==> src/rtl/cbt_pkg.sv <==
package cbt_pkg;
  localparam int INST_W = 16;

  localparam logic [4:0] OP_XCHG_HI = 5'd29;
  localparam logic [4:0] OP_COND_A  = 5'd26;
  localparam logic [4:0] OP_COND_B  = 5'd27;
  localparam logic [4:0] OP_FAR     = 5'd28;
  localparam logic [4:0] OP_LONG_LO = 5'd30;
  localparam logic [4:0] OP_LONG_HI = 5'd31;

  localparam logic [3:0] CC_UNDEF = 4'hE;
  localparam logic [3:0] CC_TRAP  = 4'hF;

  typedef enum logic [2:0] {
    TGT_SEQ,
    TGT_COND,
    TGT_FAR,
    TGT_LINK,
    TGT_LINK_ALIGN
  } tgtSel_e;

  typedef enum logic {
    LNK_HIGH,
    LNK_RET
  } lnkSel_e;

  typedef struct packed {
    logic    capture;
    logic    fire;
    tgtSel_e tgtSel;
    lnkSel_e lnkSel;
    logic    linkWe;
    logic    exitMode;
    logic    undef;
    logic    swi;
    logic    isBranch;
  } ctrlStrobe_t;
endpackage

==> src/rtl/cbt_cond.sv <==
module cbt_cond (
  input  logic [3:0] code,
  input  logic       flagN,
  input  logic       flagZ,
  input  logic       flagC,
  input  logic       flagV,
  output logic       holds
);
  logic nvSame;
  assign nvSame = (flagN == flagV);

  always_comb begin
    unique case (code)
      4'h0: holds = flagZ;
      4'h1: holds = !flagZ;
      4'h2: holds = flagC;
      4'h3: holds = !flagC;
      4'h4: holds = flagN;
      4'h5: holds = !flagN;
      4'h6: holds = flagV;
      4'h7: holds = !flagV;
      4'h8: holds = flagC && !flagZ;
      4'h9: holds = !flagC || flagZ;
      4'hA: holds = nvSame;
      4'hB: holds = !nvSame;
      4'hC: holds = !flagZ && nvSame;
      4'hD: holds = flagZ || !nvSame;
      default: holds = 1'b0;
    endcase
  end
endmodule

==> src/rtl/cbt_ctrl.sv <==
module cbt_ctrl
  import cbt_pkg::*;
(
  input  logic              instValid,
  input  logic [INST_W-1:0] instWord,
  input  logic              flagN,
  input  logic              flagZ,
  input  logic              flagC,
  input  logic              flagV,
  output ctrlStrobe_t       strb
);
  logic [4:0] opGroup;
  logic [3:0] ccode;
  logic       ccHolds;

  assign opGroup = instWord[15:11];
  assign ccode   = instWord[11:8];

  cbt_cond u_cond (
    .code  (ccode),
    .flagN (flagN),
    .flagZ (flagZ),
    .flagC (flagC),
    .flagV (flagV),
    .holds (ccHolds)
  );

  always_comb begin
    strb          = '0;
    strb.tgtSel   = TGT_SEQ;
    strb.lnkSel   = LNK_HIGH;
    strb.capture  = instValid;
    if (instValid) begin
      unique case (opGroup)
        OP_COND_A, OP_COND_B: begin
          if (ccode == CC_TRAP) begin
            strb.swi = 1'b1;
          end else if (ccode == CC_UNDEF) begin
            strb.undef = 1'b1;
          end else begin
            strb.isBranch = 1'b1;
            if (ccHolds) begin
              strb.fire   = 1'b1;
              strb.tgtSel = TGT_COND;
            end
          end
        end
        OP_FAR: begin
          strb.isBranch = 1'b1;
          strb.fire     = 1'b1;
          strb.tgtSel   = TGT_FAR;
        end
        OP_LONG_LO: begin
          strb.isBranch = 1'b1;
          strb.linkWe   = 1'b1;
          strb.lnkSel   = LNK_HIGH;
        end
        OP_LONG_HI: begin
          strb.isBranch = 1'b1;
          strb.fire     = 1'b1;
          strb.tgtSel   = TGT_LINK;
          strb.linkWe   = 1'b1;
          strb.lnkSel   = LNK_RET;
        end
        OP_XCHG_HI: begin
          if (instWord[0]) begin
            strb.undef = 1'b1;
          end else begin
            strb.isBranch = 1'b1;
            strb.fire     = 1'b1;
            strb.tgtSel   = TGT_LINK_ALIGN;
            strb.linkWe   = 1'b1;
            strb.lnkSel   = LNK_RET;
            strb.exitMode = 1'b1;
          end
        end
        default: ;
      endcase
    end
  end
endmodule

==> src/rtl/cbt_datapath.sv <==
module cbt_datapath
  import cbt_pkg::*;
#(
  parameter int ADDR_W = 32
) (
  input  logic              clk,
  input  logic              rst_n,
  input  ctrlStrobe_t       strb,
  input  logic [INST_W-1:0] instWord,
  input  logic [ADDR_W-1:0] curPc,
  input  logic [ADDR_W-1:0] linkIn,
  output logic              redirect,
  output logic [ADDR_W-1:0] nextPc,
  output logic              isBranch,
  output logic              linkWe,
  output logic [ADDR_W-1:0] linkData,
  output logic              exitCompressed,
  output logic              undefInst,
  output logic              swiTrap
);
  localparam int SHORT_W = 8;
  localparam int LONG_W  = 11;
  localparam int HIGH_SH = 12;

  logic [ADDR_W-1:0] pcPlus2, pcPlus4;
  logic [ADDR_W-1:0] condOff, farOff, highOff, lowOff;
  logic [ADDR_W-1:0] linkSum, tgt, linkNext;

  assign pcPlus2 = curPc + ADDR_W'(2);
  assign pcPlus4 = curPc + ADDR_W'(4);

  assign condOff = {{(ADDR_W-SHORT_W-1){instWord[SHORT_W-1]}}, instWord[SHORT_W-1:0], 1'b0};
  assign farOff  = {{(ADDR_W-LONG_W-1){instWord[LONG_W-1]}}, instWord[LONG_W-1:0], 1'b0};
  assign highOff = {{(ADDR_W-LONG_W-HIGH_SH){instWord[LONG_W-1]}}, instWord[LONG_W-1:0],
                    {HIGH_SH{1'b0}}};
  assign lowOff  = {{(ADDR_W-LONG_W-1){1'b0}}, instWord[LONG_W-1:0], 1'b0};
  assign linkSum = linkIn + lowOff;

  always_comb begin
    unique case (strb.tgtSel)
      TGT_COND:       tgt = pcPlus4 + condOff;
      TGT_FAR:        tgt = pcPlus4 + farOff;
      TGT_LINK:       tgt = linkSum;
      TGT_LINK_ALIGN: tgt = linkSum & ~ADDR_W'(3);
      default:        tgt = pcPlus2;
    endcase
  end

  assign linkNext = (strb.lnkSel == LNK_HIGH) ? (curPc + highOff) : (pcPlus2 | ADDR_W'(1));

  always_ff @(posedge clk) begin
    if (!rst_n) begin
      redirect       <= 1'b0;
      nextPc         <= '0;
      isBranch       <= 1'b0;
      linkWe         <= 1'b0;
      linkData       <= '0;
      exitCompressed <= 1'b0;
      undefInst      <= 1'b0;
      swiTrap        <= 1'b0;
    end else begin
      redirect       <= strb.fire;
      isBranch       <= strb.isBranch;
      linkWe         <= strb.linkWe;
      exitCompressed <= strb.exitMode;
      undefInst      <= strb.undef;
      swiTrap        <= strb.swi;
      if (strb.capture) nextPc <= tgt;
      if (strb.linkWe) linkData <= linkNext;
    end
  end
endmodule

==> src/rtl/cbt_unit.sv <==
module cbt_unit
  import cbt_pkg::*;
#(
  parameter int ADDR_W = 32
) (
  input  logic              clk,
  input  logic              rst_n,
  input  logic              instValid,
  input  logic [15:0]       instWord,
  input  logic [ADDR_W-1:0] curPc,
  input  logic [ADDR_W-1:0] linkIn,
  input  logic              flagN,
  input  logic              flagZ,
  input  logic              flagC,
  input  logic              flagV,
  output logic              redirect,
  output logic [ADDR_W-1:0] nextPc,
  output logic              isBranch,
  output logic              linkWe,
  output logic [ADDR_W-1:0] linkData,
  output logic              exitCompressed,
  output logic              undefInst,
  output logic              swiTrap
);
  ctrlStrobe_t strb;

  cbt_ctrl u_ctrl (
    .instValid (instValid),
    .instWord  (instWord),
    .flagN     (flagN),
    .flagZ     (flagZ),
    .flagC     (flagC),
    .flagV     (flagV),
    .strb      (strb)
  );

  cbt_datapath #(.ADDR_W(ADDR_W)) u_dp (
    .clk            (clk),
    .rst_n          (rst_n),
    .strb           (strb),
    .instWord       (instWord),
    .curPc          (curPc),
    .linkIn         (linkIn),
    .redirect       (redirect),
    .nextPc         (nextPc),
    .isBranch       (isBranch),
    .linkWe         (linkWe),
    .linkData       (linkData),
    .exitCompressed (exitCompressed),
    .undefInst      (undefInst),
    .swiTrap        (swiTrap)
  );
endmodule

==> config.mk <==
export PLATFORM = sky130hd
export DESIGN_NAME = cbt_unit
export DESIGN_NICKNAME = d
export VERILOG_FILES = /design/src/rtl/cbt_pkg.sv /design/src/rtl/cbt_cond.sv /design/src/rtl/cbt_ctrl.sv /design/src/rtl/cbt_datapath.sv /design/src/rtl/cbt_unit.sv
export SDC_FILE = /design/constraint.sdc
export NUM_CORES = 1
export LEC_CHECK = 0
export BUFFER_PORTS_ARGS = -buffer_cell sky130_fd_sc_hd__buf_4
export CAP_MARGIN = 20
export CORE_MARGIN = 2
export CORE_UTILIZATION = 62
export DETAILED_ROUTE_END_ITERATION = 8
export PLACE_DENSITY = 0.89
export SKIP_CTS_REPAIR_TIMING = 1
export SLEW_MARGIN = 20
export SYNTH_ARGS = -nofsm -noshare
export SYNTH_HDL_FRONTEND = slang
export SYNTH_SLANG_ARGS = --single-unit
==> constraint.sdc <==
create_clock -name clk -period 8.03 [get_ports clk]
set_input_delay 1.606 -clock clk [delete_from_list [all_inputs] [get_ports clk]]
set_output_delay 1.606 -clock clk [all_outputs]
set_load 0.01 [all_outputs]
==> Word level (Yosys, flattened, before mapping) <==
Cells that the tools add are included.
{ "op_classes": {"n_reduce_logical": 15, "mux": 21, "eq_ne": 26, "add_sub_neg": 6} }
{ "ops": {"columns": ["op", "n"], "rows": [
  ["case mux 32 bit (4 select lines)", 1],
  ["adder 32 bit", 3],
  ["adder 32 x 12 -> 32 bit", 1],
  ["adder 32 x 2 -> 32 bit, second input constant", 1],
  ["adder 32 x 3 -> 32 bit, second input constant", 1],
  ["== test 4 bit, second input constant", 8],
  ["2-to-1 mux 32 bit", 1],
  ["== test 5 bit, second input constant", 6],
  ["== test 4 x 3 -> 1 bit, second input constant", 4],
  ["case mux 4 bit (4 select lines)", 1],
  ["case mux 1 bit (14 select lines)", 1],
  ["2-to-1 mux 4 bit", 3],
  ["2-to-1 mux 1 bit", 9],
  ["2-to-1 mux 9 bit", 1],
  ["== test 4 x 2 -> 1 bit, second input constant", 2],
  ["2-to-1 mux 7 bit", 1],
  ["== test 3 x 2 -> 1 bit, second input constant", 2],
  ["case mux 2 bit (3 select lines)", 1],
  ["AND reduction 3 bit", 2],
  ["zero test 1 bit", 5],
  ["== test 4 x 1 -> 1 bit, second input constant", 1],
  ["zero test 4 bit", 1],
  ["== test 3 x 1 -> 1 bit, second input constant", 1],
  ["== test 3 bit, second input constant", 1],
  ["other kinds (8)", 10]
]} }
{ "word_totals": {"out_inout_bits": 70, "register_bits": 70, "elab_cells": 76, "input_bits": 87} }

==> Depth between registers and ports, before layout <==
{ "logic_depth": {"depth_word": 11, "mapped_depth": 16} }

==> Hierarchy <==
A second synthesis with hierarchy kept.
{ "hier_totals": {"cells_unflattened": 1083, "hier_area_um2": 7997.7} }
{ "modules_own_cells": {"columns": ["module", "cells_each", "n_inst", "area_each_um2"], "rows": [
  ["cbt_datapath", 1032, 1, 7608.5],
  ["cbt_ctrl", 35, 1, 261.5],
  ["cbt_cond", 16, 1, 127.6]
]} }

==> Worst setup path before layout <==
No wires, ideal clock.
{ "synth_path": {"path_type": "in2reg", "from": "input port instWord[9]", "to": "register u_dp.nextPc[25]", "t_arrival_ns": 5.189, "required_time_ns": 7.953, "path_stages": 16, "slack_ns": 2.765, "cell_sequence": "buf_6 mux4_2 xor2_1 o221a_2 a21boi_0 o211ai_1 a31o_2 ha_1 a21oi_1 nor2_1 a211oi_1 a2111o_1 nand2_1 and2_1 or4_4 a41oi_2"} }
{ "synth_between": {"elab_chain_cells": 9, "word_cells_on_any_way": 29, "classes_between": "2 x add/sub; 19 x eq/ne; 7 x mux; 1 x reduce/logical"} }
{ "synth_rtl": {"columns": ["element", "line", "source"], "rows": [
  ["start, declared", "cbt_unit.sv:9", "input logic [15:0] instWord,"],
  ["== test 4 bit (tied with other cells)", "cbt_cond.sv:13", "unique case (code)"],
  ["case mux 1 bit (14 select lines)", "cbt_cond.sv:13", null],
  ["2-to-1 mux 4 bit", "cbt_ctrl.sv:42", "if (ccHolds) begin"],
  ["2-to-1 mux 4 bit", "cbt_ctrl.sv:38", "end else if (ccode == CC_UNDEF) begin"],
  ["2-to-1 mux 4 bit", "cbt_ctrl.sv:36", "if (ccode == CC_TRAP) begin"],
  ["case mux 4 bit (4 select lines)", "cbt_ctrl.sv:34", "unique case (opGroup)"],
  ["2-to-1 mux 9 bit", "cbt_ctrl.sv:33", "if (instValid) begin"],
  ["== test 3 bit (tied with other cells)", "cbt_datapath.sv:40", "unique case (strb.tgtSel)"],
  ["case mux 32 bit (4 select lines) (*)", "cbt_datapath.sv:40", null],
  ["end signal, assigned", "cbt_datapath.sv:68", "if (strb.capture) nextPc <= tgt;"],
  ["end, declared", "cbt_datapath.sv:13", "output logic [ADDR_W-1:0] nextPc,"]
]} }
Every way passes the cells marked *; elsewhere a longest branch is shown, timed or not.
A chain may end at the register's enable or synchronous reset.

==> Worst setup path after layout <==
{ "layout_path": {"from": "input port instValid", "to": "register u_dp.nextPc[25]"} }
{ "layout_between": {"elab_chain_cells": 3, "word_cells_on_any_way": 6, "classes_between": "4 x eq/ne; 2 x mux"} }
{ "layout_rtl": {"columns": ["element", "line", "source"], "rows": [
  ["start, declared", "cbt_unit.sv:8", "input logic instValid,"],
  ["2-to-1 mux 9 bit", "cbt_ctrl.sv:33", null],
  ["== test 3 bit (tied with other cells)", "cbt_datapath.sv:40", null],
  ["case mux 32 bit (4 select lines)", "cbt_datapath.sv:40", null]
]} }
Parallel ways exist; a longest one is shown, timed or not.

==> qor.csv <==
stage;metric;value;unit
hold_path;worstHoldStart;u_dp.linkData[1];
worst_setup_path;path_class;in2reg;
final_layout;fillCellCount;947;
sta;hold_viol;0;
clock_network;cts_tree;done;
sta;setup-violations-final;0;
sta;post-route-min-period;5.45;ns
synth;synth_top_family_by_area;compound AO/OA/AOI/OAI gates;
placed_design;dpl.hpwl;19.5;mm
routing;wire_per_inst;19.3;microns
floorplan;initial_utilization;64.1;%
synth;synth.distinct_cells;74;
pwr;leakagePower;3.95;nW
worst_setup_path;r2r-end;u_dp.linkData[31];
sta;worst_hold_slack;0.469;ns
placed_design;gp_congestion;0.989;
floorplan;dieArea;13400;sq um
global_routing;grt_max_degree;71;
synth;yosys.area_share.xor_xnor;13.7;%
synth;synth_edf_count;0;
synth;yosys_warnings;0;
final_layout;mostFrequentLayoutCells;160 x buf_4, 92 x nor2_1, 89 x nand2_1;
synth;syn-instance-count;1057;
synth;yosys.area_share.adder;10.8;%
sta;slew_viol_final;0;
final_layout;seqCellArea;1400;sq um
synth;avgSynthCellArea;7.34;sq um
sta;fin_crit_sh;67.9;%
clock_network;cts_sinks;70;
final_layout;mostFrequentLayoutCell;buf_4;
worst_setup_path;crit_required;8.31;ns
worst_setup_path;slowest_delay;0.49;ns
final_layout;area_delta_synth_final;19.6;%
synth;seq_area_frac_synth;18.1;%
floorplan;rows;40;
synth;synthArstFlopShare;0;%
worst_setup_path;reg2reg_depth;4;
synth;synth-compound-area-share;28.5;%
sta;worst_pin_slew;1.01;ns
placed_design;dp_slack;2.31;ns
sta;fmax;183;MHz
hold_path;min_path_cells;2;
worst_setup_path;rr_startpoint;u_dp.linkData[31];
run;maxCapViolCount;0;
worst_setup_path;reg2reg_slack;6.89;ns
global_routing;grt_pass1_vias;8047;
clock_network;cts.htree.levels;3;
clock_network;cts_inserted_buffers;9;
floorplan;die_h;116;microns
pwr;power.density;141;nW/um^2
global_routing;top_usage_layer;met2;
floorplan;die_w;116;microns
routing;wl;26.0;mm
final_layout;drive_above_1_share;16.4;%
worst_setup_path;cp_max_fo;60;
final_layout;diodes;0;
clock_network;clock_latency;0.35;ns
sta;rsz0062_at_grt;false;
pwr;irDropWorstVdd;0.000102;V
global_routing;grt_use_met3;10.4;%
routing;viasPerCell;6.49;
hold_path;min_path_type;reg2reg;
run_status;status;completed;
hold_path;min_to;u_dp.linkData[1];
worst_setup_path;crit_chain;buf_4 -> nand2_1 -> nor3_2 -> o21ai_0 -> a31o_2 -> ha_1 -> a211oi_1 -> nor2_1 -> a211oi_1 -> a2111o_1 -> nand2_1 -> and2_1 -> or4_4 -> a41oi_2;
worst_setup_path;worstPathArrival;5.74;ns
floorplan;core;12100;sq um
global_routing;grt_pass1_wl;40.4;mm
sta;slew_headroom;32.1;%
synth;synthMuxAreaShare;0.822;%
sta;finClkSkew;0;ns
sta;final.setup.tns;0;ns
global_routing;grtUsageMet2;57.3;%
final_layout;nets;1326;
synth;synth_top_flop_cell;dfxtp_1;
synth;ys_ff_latch;70;
synth;synth_nets;1209;
worst_setup_path;start_kind;primary input;
synth;netlist_area;7760;sq um
routing;dr.pass1.iters;5;
sta;setup_ws;2.58;ns
routing;drtIter0Drc;772;
routing;route.detailed.drc;0;
worst_setup_path;end_kind;register;
worst_setup_path;cp_slowest_cell;a211oi_1;
routing;ant_nets;0;
global_routing;grt_use_total;38.5;%
floorplan;ios;157;
clock_network;cts_root_buffer;clkbuf_16;
routing;num_vias;8744;
clock_network;path_clk_slew;0.06;ns
synth;synth-simple-area-share;23.8;%
final_layout;multi_input_area;6030;sq um
global_routing;grt-ovfl-total;0;
global_routing;antenna_found_initial;1;
clock_network;cts_buffer_depth;2;
global_routing;met1_usage;52.6;%
placed_design;port_buffers;156;
==> Yosys cell counts, types with 4 or more instances <==
library cell,count,area [sq um]
a21o_1,24,180
o21bai_1,9,67.6
o22ai_1,8,50.1
nor3b_1,5,37.5
nand4_1,19,119
or3_1,5,31.3
o31ai_1,5,37.5
and3_1,24,150
a21oi_1,86,430
nor2_1,93,349
o21ai_0,82,410
xnor2_1,67,587
ha_1,62,776
nor2b_1,12,75.1
inv_1,29,109
a31o_2,4,35.0
nand2_1,89,334
clkbuf_1,39,146
nand2b_1,12,75.1
and4_1,5,43.8
o21a_1,12,90.1
o211ai_1,18,135
nor3_1,24,120
and2_1,8,50.1
nand3_1,47,235
buf_1,6,22.5
a31oi_1,10,62.6
a211oi_1,14,105
dfxtp_1,70,1400
a221oi_1,11,96.3
or2_2,4,25.0
nor4_1,8,50.1
xor2_1,54,473
o221ai_1,16,140
buf_2,7,35.0
a21boi_0,9,67.6
==> area by class of cell <==
type | count | area share [%]
clock buffer | 12 | 2.55
clock inverter | 4 | 1.02
inverter | 29 | 1.17
multi-input combinational | 904 | 65.0
sequential | 70 | 15.1
tap | 168 | 2.26
timing repair buffer | 160 | 12.9
==> registers in the layout, summed over array words and instances (netlist names) <==
name,count
u_dp.exitCompressed,1
u_dp.undefInst,1
u_dp.isBranch,1
u_dp.redirect,1
u_dp.swiTrap,1
u_dp.linkWe,1
u_dp.nextPc,32
u_dp.linkData,32
==> worst max-delay path, delay by kind of cell <==
kind / cells / cell delay, ns
AO/OA/AOI/OAI: 6 / 1.84
adder cells (fa/ha/maj): 1 / 0.43
buffers and inverters: 1 / 0.46
AND/OR/NAND/NOR: 6 / 1.37
==> how the worst max path moves through the flow <==
stage,start,to,slack (ns),depth (start not counted)
final,instValid,u_dp.nextPc[25],2.58,14
after global routing,instValid,u_dp.nextPc[25],2.38,14
after CTS,instWord[9],u_dp.nextPc[25],2.62,16
after detailed placement,instWord[9],u_dp.nextPc[25],2.31,16
after global placement,instWord[9],u_dp.nextPc[25],2.41,16
after floorplan,instWord[9],u_dp.nextPc[25],2.76,16
==> logic make-up (layout without fill, tap and decap cells) <==
| logic type | Yosys count | after routing |
|---|---|---|
| xor gates and xnor gates | 121 | 121 |
| AOI/OAI and AO/OA | 340 | 340 |
| muxes | 5 | 5 |
| DFF | 70 | 70 |
| buffers and inverters | 83 | 205 |
| adders and majority gates | 65 | 65 |
| and+or+nand+nor | 373 | 373 |
==> per-stage QoR <==
| stage | util [%] | total power (W) | cell area (sq um) | instances |
|---|---|---|---|---|
| floorplan | - | 0.000684 | 7760 | 1057 |
| finish | 76.6 | 0.00131 | 9280 | 1347 |
| global route | 76.6 | 0.00137 | 9280 | 1347 |
| CTS | 76.6 | 0.00130 | 9280 | 1347 |
| global placement | 73.9 | 0.000828 | 8950 | 1331 |
| detailed placement | 73.9 | 0.000836 | 8950 | 1331 |
==> power by group <==
part           total [W]  internal (W)  switching, W
logic           0.000473      0.000199      0.000274
clock network   0.000463      0.000303      0.000160
registers       0.000373      0.000364    0.00000925
total            0.00131      0.000867      0.000443
==> routing by layer <==
layer  up-vias  share of wire (%)
met5         -                  0
met4         0                3.3
met3        81                 12
met2       511                 42
met1      4020                 43
li1       4132                  -
(Power assumes the default switching activity.)
